File: config.mk
export PLATFORM = sky130hd
export DESIGN_NAME = refsync_conditioner
export DESIGN_NICKNAME = d
export VERILOG_FILES = /design/src/rtl/refsync_pkg.sv /design/src/rtl/refsync_front.sv /design/src/rtl/refsync_prescale.sv /design/src/rtl/refsync_conditioner.sv
export SDC_FILE = /design/constraint.sdc
export NUM_CORES = 1
export LEC_CHECK = 0
export BUFFER_PORTS_ARGS = -buffer_cell sky130_fd_sc_hd__buf_2
export CORE_MARGIN = 3
export CORE_UTILIZATION = 54
export CTS_CLUSTER_DIAMETER = 60
export DETAILED_ROUTE_END_ITERATION = 6
export MAX_ROUTING_LAYER = met4
export PLACE_DENSITY_LB_ADDON = 0.25
export SLEW_MARGIN = 0
export SYNTH_ARGS = -nofsm -noshare
export SYNTH_HDL_FRONTEND = slang
export SYNTH_SLANG_ARGS = --single-unit
File: constraint.sdc
create_clock -name clk -period 2.2 [get_ports clk]
set_input_delay 0.44 -clock clk [delete_from_list [all_inputs] [get_ports clk]]
set_output_delay 0.44 -clock clk [all_outputs]
set_load 0.01 [all_outputs]
File: src/rtl/refsync_pkg.sv
package refsync_pkg;

    typedef enum logic {
        POL_RISE = 1'b0,
        POL_FALL = 1'b1
    } edge_pol_e;

    function automatic logic vote3(input logic [2:0] s);
        return (s[0] & s[1]) | (s[0] & s[2]) | (s[1] & s[2]);
    endfunction

endpackage

File: src/rtl/refsync_front.sv
module refsync_front #(
    parameter int SYNC_STAGES = 2,
    parameter int VOTE_DEPTH  = 3
) (
    input  logic clk,
    input  logic rst_n,
    input  logic din,
    output logic level_o
);
    import refsync_pkg::*;

    typedef struct packed {
        logic [SYNC_STAGES-1:0] sync;
        logic [VOTE_DEPTH-1:0]  hist;
    } front_st_t;

    front_st_t st_d, st_q;

    always_comb begin
        st_d      = st_q;
        st_d.sync = {st_q.sync[SYNC_STAGES-2:0], din};
        st_d.hist = {st_q.hist[VOTE_DEPTH-2:0], st_q.sync[SYNC_STAGES-1]};
    end

    always_ff @(posedge clk or negedge rst_n) begin
        if (!rst_n) st_q <= '0;
        else        st_q <= st_d;
    end

    assign level_o = vote3(st_q.hist[2:0]);

endmodule

File: src/rtl/refsync_prescale.sv
module refsync_prescale #(
    parameter int DIV_W = 3
) (
    input  logic             clk,
    input  logic             rst_n,
    input  logic             level_i,
    input  logic             pol_i,
    input  logic [DIV_W-1:0] div_i,
    input  logic             restart_i,
    output logic             edge_o,
    output logic             pass_o
);
    import refsync_pkg::*;

    localparam int CNT_W = (1 << DIV_W) - 1;

    typedef struct packed {
        logic             prev;
        logic [CNT_W-1:0] cnt;
    } pre_st_t;

    pre_st_t          st_d, st_q;
    logic [CNT_W-1:0] mask;

    always_comb begin
        st_d      = st_q;
        st_d.prev = level_i;
        mask      = ~({CNT_W{1'b1}} << div_i);
        if (edge_pol_e'(pol_i) == POL_FALL) edge_o = st_q.prev & ~level_i;
        else                                edge_o = ~st_q.prev & level_i;
        pass_o = 1'b0;
        if (restart_i) begin
            st_d.cnt = '0;
        end else if (edge_o) begin
            if (st_q.cnt == mask) begin
                pass_o   = 1'b1;
                st_d.cnt = '0;
            end else begin
                st_d.cnt = st_q.cnt + 1'b1;
            end
        end
    end

    always_ff @(posedge clk or negedge rst_n) begin
        if (!rst_n) st_q <= '0;
        else        st_q <= st_d;
    end

endmodule

File: src/rtl/refsync_conditioner.sv
module refsync_conditioner #(
    parameter int NUM_SRC     = 4,
    parameter int SEL_W       = $clog2(NUM_SRC),
    parameter int DIV_W       = 3,
    parameter int SYNC_STAGES = 2
) (
    input  logic               clk,
    input  logic               rst_n,
    input  logic [NUM_SRC-1:0] sync_in,
    input  logic [SEL_W-1:0]   src_sel,
    input  logic               edge_pol,
    input  logic [DIV_W-1:0]   div_code,
    input  logic               count_en,
    input  logic               sw_sync,
    output logic               sync_pulse
);

    typedef struct packed {
        logic [SEL_W-1:0] sel;
        logic [DIV_W-1:0] div;
        logic             en;
        logic             pulse;
    } top_st_t;

    top_st_t st_d, st_q;
    logic    picked;
    logic    level;
    logic    restart;
    logic    edge_evt;
    logic    pass;

    // one-hot gating of the sources, one term per input
    logic [NUM_SRC-1:0] gated;
    for (genvar g = 0; g < NUM_SRC; g++) begin : g_pick
        assign gated[g] = sync_in[g] & (src_sel == SEL_W'(g));
    end
    assign picked = |gated;

    refsync_front #(
        .SYNC_STAGES(SYNC_STAGES),
        .VOTE_DEPTH (3)
    ) u_front (
        .clk    (clk),
        .rst_n  (rst_n),
        .din    (picked),
        .level_o(level)
    );

    refsync_prescale #(
        .DIV_W(DIV_W)
    ) u_pre (
        .clk      (clk),
        .rst_n    (rst_n),
        .level_i  (level),
        .pol_i    (edge_pol),
        .div_i    (div_code),
        .restart_i(restart),
        .edge_o   (edge_evt),
        .pass_o   (pass)
    );

    always_comb begin
        restart    = !count_en || (src_sel != st_q.sel) ||
                     (div_code != st_q.div) || (count_en != st_q.en);
        st_d       = st_q;
        st_d.sel   = src_sel;
        st_d.div   = div_code;
        st_d.en    = count_en;
        st_d.pulse = count_en & (pass | sw_sync);
    end

    always_ff @(posedge clk or negedge rst_n) begin
        if (!rst_n) begin
            st_q     <= '0;
            st_q.sel <= SEL_W'(2);
        end else begin
            st_q <= st_d;
        end
    end

    assign sync_pulse = st_q.pulse;

endmodule

==> results of run 1 <==
[final cells by class]
class | instances | area (sq um)
Clock inverter | 1 | 30.0
Inverter | 2 | 7.51
Tap cell | 25 | 31.3
Multi-Input combinational cell | 66 | 479
Sequential cell | 20 | 502
Clock buffer | 3 | 22.5
Timing Repair Buffer | 17 | 92.6
Fill cell | 134 | 581
[through the flow]
step	utilization (%)	cell area [sq um]	total power, mW	hold WS (ns)
floorplan	-	1010	0.461	0.144
global placement	63.7	1110	0.495	0.347
detailed placement	63.7	1110	0.497	0.340
CTS	66.7	1160	0.797	0.0623
global route	66.7	1160	0.824	0.0671
finish	66.7	1160	0.788	0.0489
[placed cells by master, fill, tap and decap left out, types with 2 or more instances in the layout]
master and count:
inv_1 2, nand4_1 3, dfrtp_1 19, buf_4 3
o31ai_1 2, xnor2_1 5, nand3_1 8, xor2_1 2
o21ai_0 4, buf_2 14, nand2_1 7, o211ai_1 2
nor2_1 4, nor4b_1 2, nor3_1 2, clkbuf_4 3
[layer usage]
metal	GRT usage, %	wire length [microns]	vias to the layer above	part of all wire, %
met2	27.9	885	27	47
met1	23.7	825	376	44
met4	8.53	39	0	2.1
li1	-	-	378	-
met3	3.98	117	5	6.3
met5	-	0	-	0
[power by group]
part           internal (mW)  switching [mW]
Combinational         0.0449          0.0496
Sequential             0.387         0.00820
Clock                  0.184           0.114
[cell families after synthesis]
logic type	share of synthesized area, %
muxes	5.05
buffers and inverters	3.33
AOI/OAI and AO/OA	12.2
adders and majority gates	2.34
DFF	49.4
xor gates and xnor gates	7.65
and+or+nand+nor	20.0
[worst max-delay path, stage by stage, from the launching register on]
cell and delay (ns):
dfstp_2 0.54, xnor2_1 0.12, nand4_1 0.13, or3_4 0.42
or4_4 0.52, o21ai_2 0.11
[worst paths after layout]
path	from	to	slack [ns]	cells after the start
hold reg to reg	u_front.st_d[0]$_DFF_PN0_	u_front.st_d[1]$_DFF_PN0_	0.36	0
hold / removal	rst_n	u_pre.st_q[2]$_DFFE_PN0P_	0.05	1
min in group clk	src_sel[1]	st_q[6]$_DFF_PN1_	0.26	1
max in group asynchronous	rst_n	st_q[6]$_DFF_PN1_	1.82	1
setup reg to reg	st_q[6]$_DFF_PN1_	u_pre.st_q[5]$_DFFE_PN0P_	0.30	5
setup / recovery	st_q[6]$_DFF_PN1_	u_pre.st_q[5]$_DFFE_PN0P_	0.30	5
[registers in the layout (all words and copies together) (netlist names)]
signal / count
st_q: 6
sync_pulse: 1
u_front.st_d: 4
u_front.st_q: 1
u_pre.st_q: 8
==> results.cfg, run 1 <==
[clock_tree]
root_buffer = clkbuf_4
holdBufCountCts = 0
post_cts_buffers = 0
clock_path_buffers = 2
tritoncts = built
cts_num_sinks = 20
clkLatencyLatePin_ns = 0.30
cts_max_level = 1
cts_resized = 0
clkTransAtPathRegs_ns = 0.11
cts_buffers = 3

[finish]
antenna_cells = 0
stdcell_count = 134
drive_gt1_share_pct = 29.4
syn_to_final_growth_pct = 14.8
final_nets = 125

[global_routing]
grtUsageTotal_pct = 18.5
overflow = 0
grt_pass1_wl_mm = 3.33
first_global_vias = 757
antenna_found_initial = 0
grt_start_max_net_pins = 21

[critical_path]
required_ns = 2.44
critical_path_class = reg2reg
crit_arrival_ns = 2.15
cp-end-kind = register
worst-path-max-fanout = 4
critPathLaunchType = register

[die]
initial_utilization_pct = 58.1
die_x_microns = 49.4
num_rows = 15
ios = 15
die_h_microns = 49.4
die_area_sq_um = 2440
core-area_sq_um = 1750

[synth]
synth_area_leader_cell = dfrtp_1
async_flop_share_pct = 100
yosysWarnings = 0
synth_edf_count = 0
synthCells = 92
synth_area_sq_um = 1010
ys_seq_area_share_pct = 49.4
synth_common_cells = dfrtp_1, nand3_1, nand2_1
yosysTopAreaCellShare_pct = 46.9
synth-main-ff-cell = dfrtp_1
yosysMostFrequentCell = dfrtp_1
syn-num-nets = 107
synth_cell_type_count = 41
synth_seq_cells = 20
synth.avg_cell_area_sq_um = 11.0
netlist_top_cells_area = dfrtp_1, xnor2_1, nand3_1, dfstp_2, nand2_1

[timing]
skew_ns = 0.00294
finalSetupTns_ns = 0
worstMarginPinSlew_ns = 0.417
drv_slew = 0
hold_viol_final = 0
post-route-min-period_ns = 1.90
fin_crit_sh_pct = 86.4
setup_viol = 0
max_freq_ghz = 0.526
fin_ws_ns = 0.299
rsz0062_at_grt = no
relSlewSlack_pct = 72.2

[placed_design]
hpwl_mm = 1.49
pre_cts_slack_ns = 0.200
dp.cells = 130
portBuffers = 14
gp_congestion = 0.955

[drt]
drt-vias-per-instance = 5.87
drc = 0
dr.pass1.iters = 4
wl_per_cell_microns = 13.9
antenna_left = 0
drt_iter0_drc = 26
drt_wl_total_mm = 1.87
routed-via-count = 786

[power]
p_leak_nw = 0.482
cellPowerDensity_nw_per_um2 = 676
ir_worst_vdd_mv = 0.504

[run]
max_cap_viol_count = 0

[status]
outcome = finished, final reports clean

[min_path]
hold_class = in2async
Power figures use the tool's default switching activity.
==> inputs of run 2 (changes only) <==
--- a/config.mk
+++ b/config.mk
@@ -7,7 +7,8 @@
 export LEC_CHECK = 0
 export BUFFER_PORTS_ARGS = -buffer_cell sky130_fd_sc_hd__buf_2
 export CORE_MARGIN = 3
-export CORE_UTILIZATION = 54
+export CORE_UTILIZATION = 55
+export CTS_BUF_LIST = sky130_fd_sc_hd__clkbuf_4 sky130_fd_sc_hd__clkbuf_8
 export CTS_CLUSTER_DIAMETER = 60
 export DETAILED_ROUTE_END_ITERATION = 6
 export MAX_ROUTING_LAYER = met4
==> run 2 against run 1 <==
  * Fmax fell by 0.80%
  * Wire length rose by 8.6%
  * Sequential share of layout area rose by 0.33 points
  * Critical path type unchanged
  * Highest routed layer unchanged
==> results.cfg, run 2 (synthesized netlist as in run 1, its figures left out) <==
[finish]
largest_reg_flops = 8
final_nets = 124
antenna_cells = 0
layout_commonest_cell = dfrtp_1
layout_common_cells = dfrtp_1, buf_2, nand3_1, nand2_1, xnor2_1
stdcell_count = 132
regArea_sq_um = 502
multi_input_area_sq_um = 479
fillers = 133
syn_to_final_growth_pct = 13.9
drive_gt1_share_pct = 28.7
top_register = u_pre.st_q

[global_routing]
overflow = 0
grt_pass1_wl_mm = 3.57
grtUsageTotal_pct = 20.4
top_usage_layer = met2
use_met3_pct = 3.06
grt_util_met2_pct = 32.1
grt_start_max_net_pins = 21
antenna_found_initial = 0
grtUsageMet1_pct = 26.2
first_global_vias = 753

[drt]
drt-vias-per-instance = 6.09
drc = 0
drt_wl_total_mm = 2.03
drt_iter0_drc = 30
antenna_left = 0
wl_per_cell_microns = 15.4
routed-via-count = 804
dr.pass1.iters = 4

[critical_path]
crit_chain = xnor2_1 -> nand4_1 -> or3_4 -> or4_4 -> o21ai_2
required_ns = 2.46
critPathLaunchType = register
cp_num_buf_inv = 0
cp-end-kind = register
worst-path-max-fanout = 4
critical-path-top-delay-family = simple AND/OR/NAND/NOR gates
crit_arrival_ns = 2.17
critical_path_class = reg2reg
critical-path-slowest-cell = dfstp_2
critical_path.max_stage_delay_ns = 0.55

[placed_design]
gp_congestion = 0.932
dp.cells = 128
hpwl_mm = 1.51
portBuffers = 14
pre_cts_slack_ns = 0.153

[timing]
fin_ws_ns = 0.283
setup_viol = 0
fin_crit_sh_pct = 87.1
post-route-min-period_ns = 1.92
drv_slew = 0
whs_ns = 0.0425
worstMarginPinSlew_ns = 0.437
skew_ns = 0.00337
relSlewSlack_pct = 70.9
rsz0062_at_grt = no
finalSetupTns_ns = 0
hold_viol_final = 0
max_freq_ghz = 0.522

[die]
die_area_sq_um = 2400
num_rows = 14
die_h_microns = 49.0
initial_utilization_pct = 63.0
ios = 15
core-area_sq_um = 1610
die_x_microns = 49.0

[min_path]
hold_class = in2async

[clock_tree]
cts_resized = 0
holdBufCountCts = 0
tritoncts = built
clkLatencyLatePin_ns = 0.32
cts_num_sinks = 20
clkTransAtPathRegs_ns = 0.12
post_cts_buffers = 0
root_buffer = clkbuf_4
cts_max_level = 1
clock_path_buffers = 2
cts_buffers = 3

[status]
outcome = finished, final reports clean

[power]
p_leak_nw = 0.478
ir_worst_vdd_mv = 0.678
cellPowerDensity_nw_per_um2 = 689
design_power_total_uw = 797

[run]
max_cap_viol_count = 0
## run 2: cell types whose count changed in the layout (fill, tap and decap cells not counted)
cell,delta
buf_4,-1
## run 2: area by class of cell
| cell class | count | share of cell area [%] |
|---|---|---|
| repair buffers | 16 | 7.36 |
| well taps | 24 | 2.60 |
| clock buffers | 3 | 1.95 |
| inverters | 2 | 0.649 |
| flip-flops and latches | 20 | 43.4 |
| multi-input cells | 66 | 41.5 |
| clock inverters | 1 | 2.60 |
## run 2: final timing paths
path | depth (start not counted) | start | end | slack [ns]
max | 5 | st_q[6]$_DFF_PN1_ | u_pre.st_q[5]$_DFFE_PN0P_ | 0.28
min | 1 | rst_n | u_pre.st_q[7]$_DFF_PN0_ | 0.04
max reg2reg | 5 | st_q[6]$_DFF_PN1_ | u_pre.st_q[5]$_DFFE_PN0P_ | 0.28
min reg2reg | 0 | u_front.st_d[4]$_DFF_PN0_ | u_front.st_d[0]$_DFF_PN0_ | 0.37
max in group asynchronous | 1 | rst_n | st_q[6]$_DFF_PN1_ | 1.82
min in group clk | 1 | src_sel[1] | st_q[6]$_DFF_PN1_ | 0.24
## run 2: worst reg2reg max path, stage by stage (launching register included)
cell	delay, ns
dfstp_2	0.55
xnor2_1	0.12
nand4_1	0.14
or3_4	0.43
or4_4	0.52
o21ai_2	0.11
## run 2: power by group
group / total [mW] / switching, mW / internal [mW]
Sequential: 0.396 / 0.00916 / 0.387
Combinational: 0.0940 / 0.0504 / 0.0437
Clock: 0.307 / 0.123 / 0.185
## run 2: per-stage QoR
| stage | util, % | area (sq um) |
|---|---|---|
| global route | 71.7 | 1160 |
| detailed placement | 68.5 | 1100 |
| finish | 71.7 | 1160 |
| CTS | 71.7 | 1160 |
| global placement | 68.5 | 1100 |
| floorplan | - | 1010 |
## run 2: per-layer routing
metal  part of all wire (%)  vias to the layer above
met5                      0                        -
met4                    2.0                        0
met3                    6.4                        5
met2                     49                       33
met1                     43                      391
li1                       -                      375
==> inputs of run 3 (changes only) <==
--- a/config.mk
+++ b/config.mk
@@ -12,7 +12,7 @@
 export CTS_CLUSTER_DIAMETER = 60
 export DETAILED_ROUTE_END_ITERATION = 6
 export MAX_ROUTING_LAYER = met4
-export PLACE_DENSITY_LB_ADDON = 0.25
+export PLACE_DENSITY = 0.77
 export SLEW_MARGIN = 0
 export SYNTH_ARGS = -nofsm -noshare
 export SYNTH_HDL_FRONTEND = slang
==> run 3 against run 2 <==
  * Register-to-register slack better by 0.04 ns
  * Clock skew up 0.0021 ns
  * Non-clock buffer count unchanged
  * Largest cell class unchanged
  * Clock power down 31%
  * First-iteration DRC count up 3.3%
  * Fmax up 2.1%
==> results.cfg, run 3 (synthesized netlist as in run 1, its figures left out) <==
[drt]
antenna_left = 0
drt_iter0_drc = 31
drt-vias-per-instance = 5.99
drt_wl_total_mm = 1.96
routed-via-count = 791
wl_per_cell_microns = 14.9
drc = 0
dr.pass1.iters = 4

[clock_tree]
clock_path_buffers = 2
cts_max_level = 1
cts_buffers = 3
clkTransAtPathRegs_ns = 0.11
holdBufCountCts = 0
post_cts_buffers = 0
root_buffer = clkbuf_4
tritoncts = built
cts_num_sinks = 20
cts_resized = 0
clkLatencyLatePin_ns = 0.30

[min_path]
hold_class = in2async

[die]
num_rows = 14
die_area_sq_um = 2400
initial_utilization_pct = 63.0
die_x_microns = 49.0
core-area_sq_um = 1610
ios = 15
die_h_microns = 49.0

[critical_path]
critical_path.max_stage_delay_ns = 0.54
r2r-start = st_q[6]$_DFF_PN1_
worstSetupStartpoint = st_q[6]$_DFF_PN1_
crit_chain = xnor2_1 -> nand4_1 -> or3_4 -> or4_4 -> o21ai_2
crit_arrival_ns = 2.12
critical-path-slowest-cell = dfstp_2
worst-path-max-fanout = 4
critical-path-top-delay-family = simple AND/OR/NAND/NOR gates
cp_num_buf_inv = 0
critPathLaunchType = register
critical_path_class = reg2reg
required_ns = 2.44
cp-end-kind = register

[finish]
antenna_cells = 0
syn_to_final_growth_pct = 12.3
stdcell_count = 132
final_nets = 124
top_register = u_pre.st_q
largest_reg_flops = 8
layout_commonest_cell = dfrtp_1
drive_gt1_share_pct = 28.7
layout_common_cells = dfrtp_1, buf_2, nand3_1, nand2_1, xnor2_1

[power]
internal_power_uw = 531
p_switching_uw = 171
p_comb_share_pct = 13.4
p_leak_nw = 0.471
p_clk_share_pct = 30.3
pwr-share-seq_pct = 56.2
switching_share_pct = 24.3
cellPowerDensity_nw_per_um2 = 616
ir_worst_vdd_mv = 0.503

[placed_design]
dp.cells = 128
hpwl_mm = 1.47
portBuffers = 14
gp_congestion = 0.821
pre_cts_slack_ns = 0.180

[global_routing]
grt_start_max_net_pins = 21
grtUsageTotal_pct = 19.8
antenna_found_initial = 0
first_global_vias = 766
overflow = 0
grt_pass1_wl_mm = 3.57

[timing]
max_freq_ghz = 0.532
post-route-min-period_ns = 1.88
whs_ns = 0.0549
fin_crit_sh_pct = 85.4
worstMarginPinSlew_ns = 0.426
relSlewSlack_pct = 71.6
rsz0062_at_grt = no
fin_ws_ns = 0.322
setup_viol = 0
skew_ns = 0.00547
finalSetupTns_ns = 0
drv_slew = 0
hold_viol_final = 0

[status]
outcome = finished, final reports clean

[run]
max_cap_viol_count = 0
## run 3: cell count changes in the layout (fill, tap and decap cells not counted), sizes merged
| cell | change |
|---|---|
| clkbuf | +1 |
| bufinv | -1 |
## run 3: cell type report
cell class              instances  area [sq um]
multi-input cells              66           479
inverters                       2          7.51
flip-flops and latches         20           502
well taps                      24          30.0
fillers                       121           472
clock buffers                   4          36.3
repair buffers                 16          85.1
## run 3: power groups by stage
stage / clock network (mW) / registers [mW] / logic, mW
after detailed placement: 0 / 0.402 / 0.0946
after CTS: 0.219 / 0.395 / 0.0949
after global placement: 0 / 0.401 / 0.0919
final: 0.213 / 0.395 / 0.0943
after floorplan: 0 / 0.401 / 0.0603
after global routing: 0.238 / 0.397 / 0.105
## run 3: stage by stage
stage	instance area [sq um]	power (mW)	util, %
floorplan	1010	0.461	-
global placement	1100	0.493	68.5
detailed placement	1100	0.497	68.5
CTS	1140	0.709	70.7
global route	1140	0.741	70.7
finish	1140	0.702	70.7
## run 3: path summary, 6_finish.rpt
path	end	slack, ns	cells after the start
worst max-delay path	u_pre.st_q[5]$_DFFE_PN0P_	0.32	5
worst min-delay path	u_pre.st_q[1]$_DFFE_PN0P_	0.05	1
worst max register to register	u_pre.st_q[5]$_DFFE_PN0P_	0.32	5
worst min register to register	u_front.st_d[0]$_DFF_PN0_	0.37	0
max in group asynchronous	st_q[6]$_DFF_PN1_	1.81	1
min in group clk	st_q[6]$_DFF_PN1_	0.26	1
## run 3: worst reg2reg max path, stage by stage, from the launching register on
cell and delay (ns):
dfstp_2 0.54, xnor2_1 0.11, nand4_1 0.12, or3_4 0.42
or4_4 0.52, o21ai_2 0.11
## run 3: routing by layer
| metal | up-vias | part of all wire [%] | global-route usage, % |
|---|---|---|---|
| met1 | 382 | 46 | 26.6 |
| li1 | 376 | - | - |
| met2 | 29 | 47 | 30.8 |
| met3 | 4 | 4.6 | 2.75 |
| met4 | 0 | 1.6 | 7.11 |
| met5 | - | 0 | - |
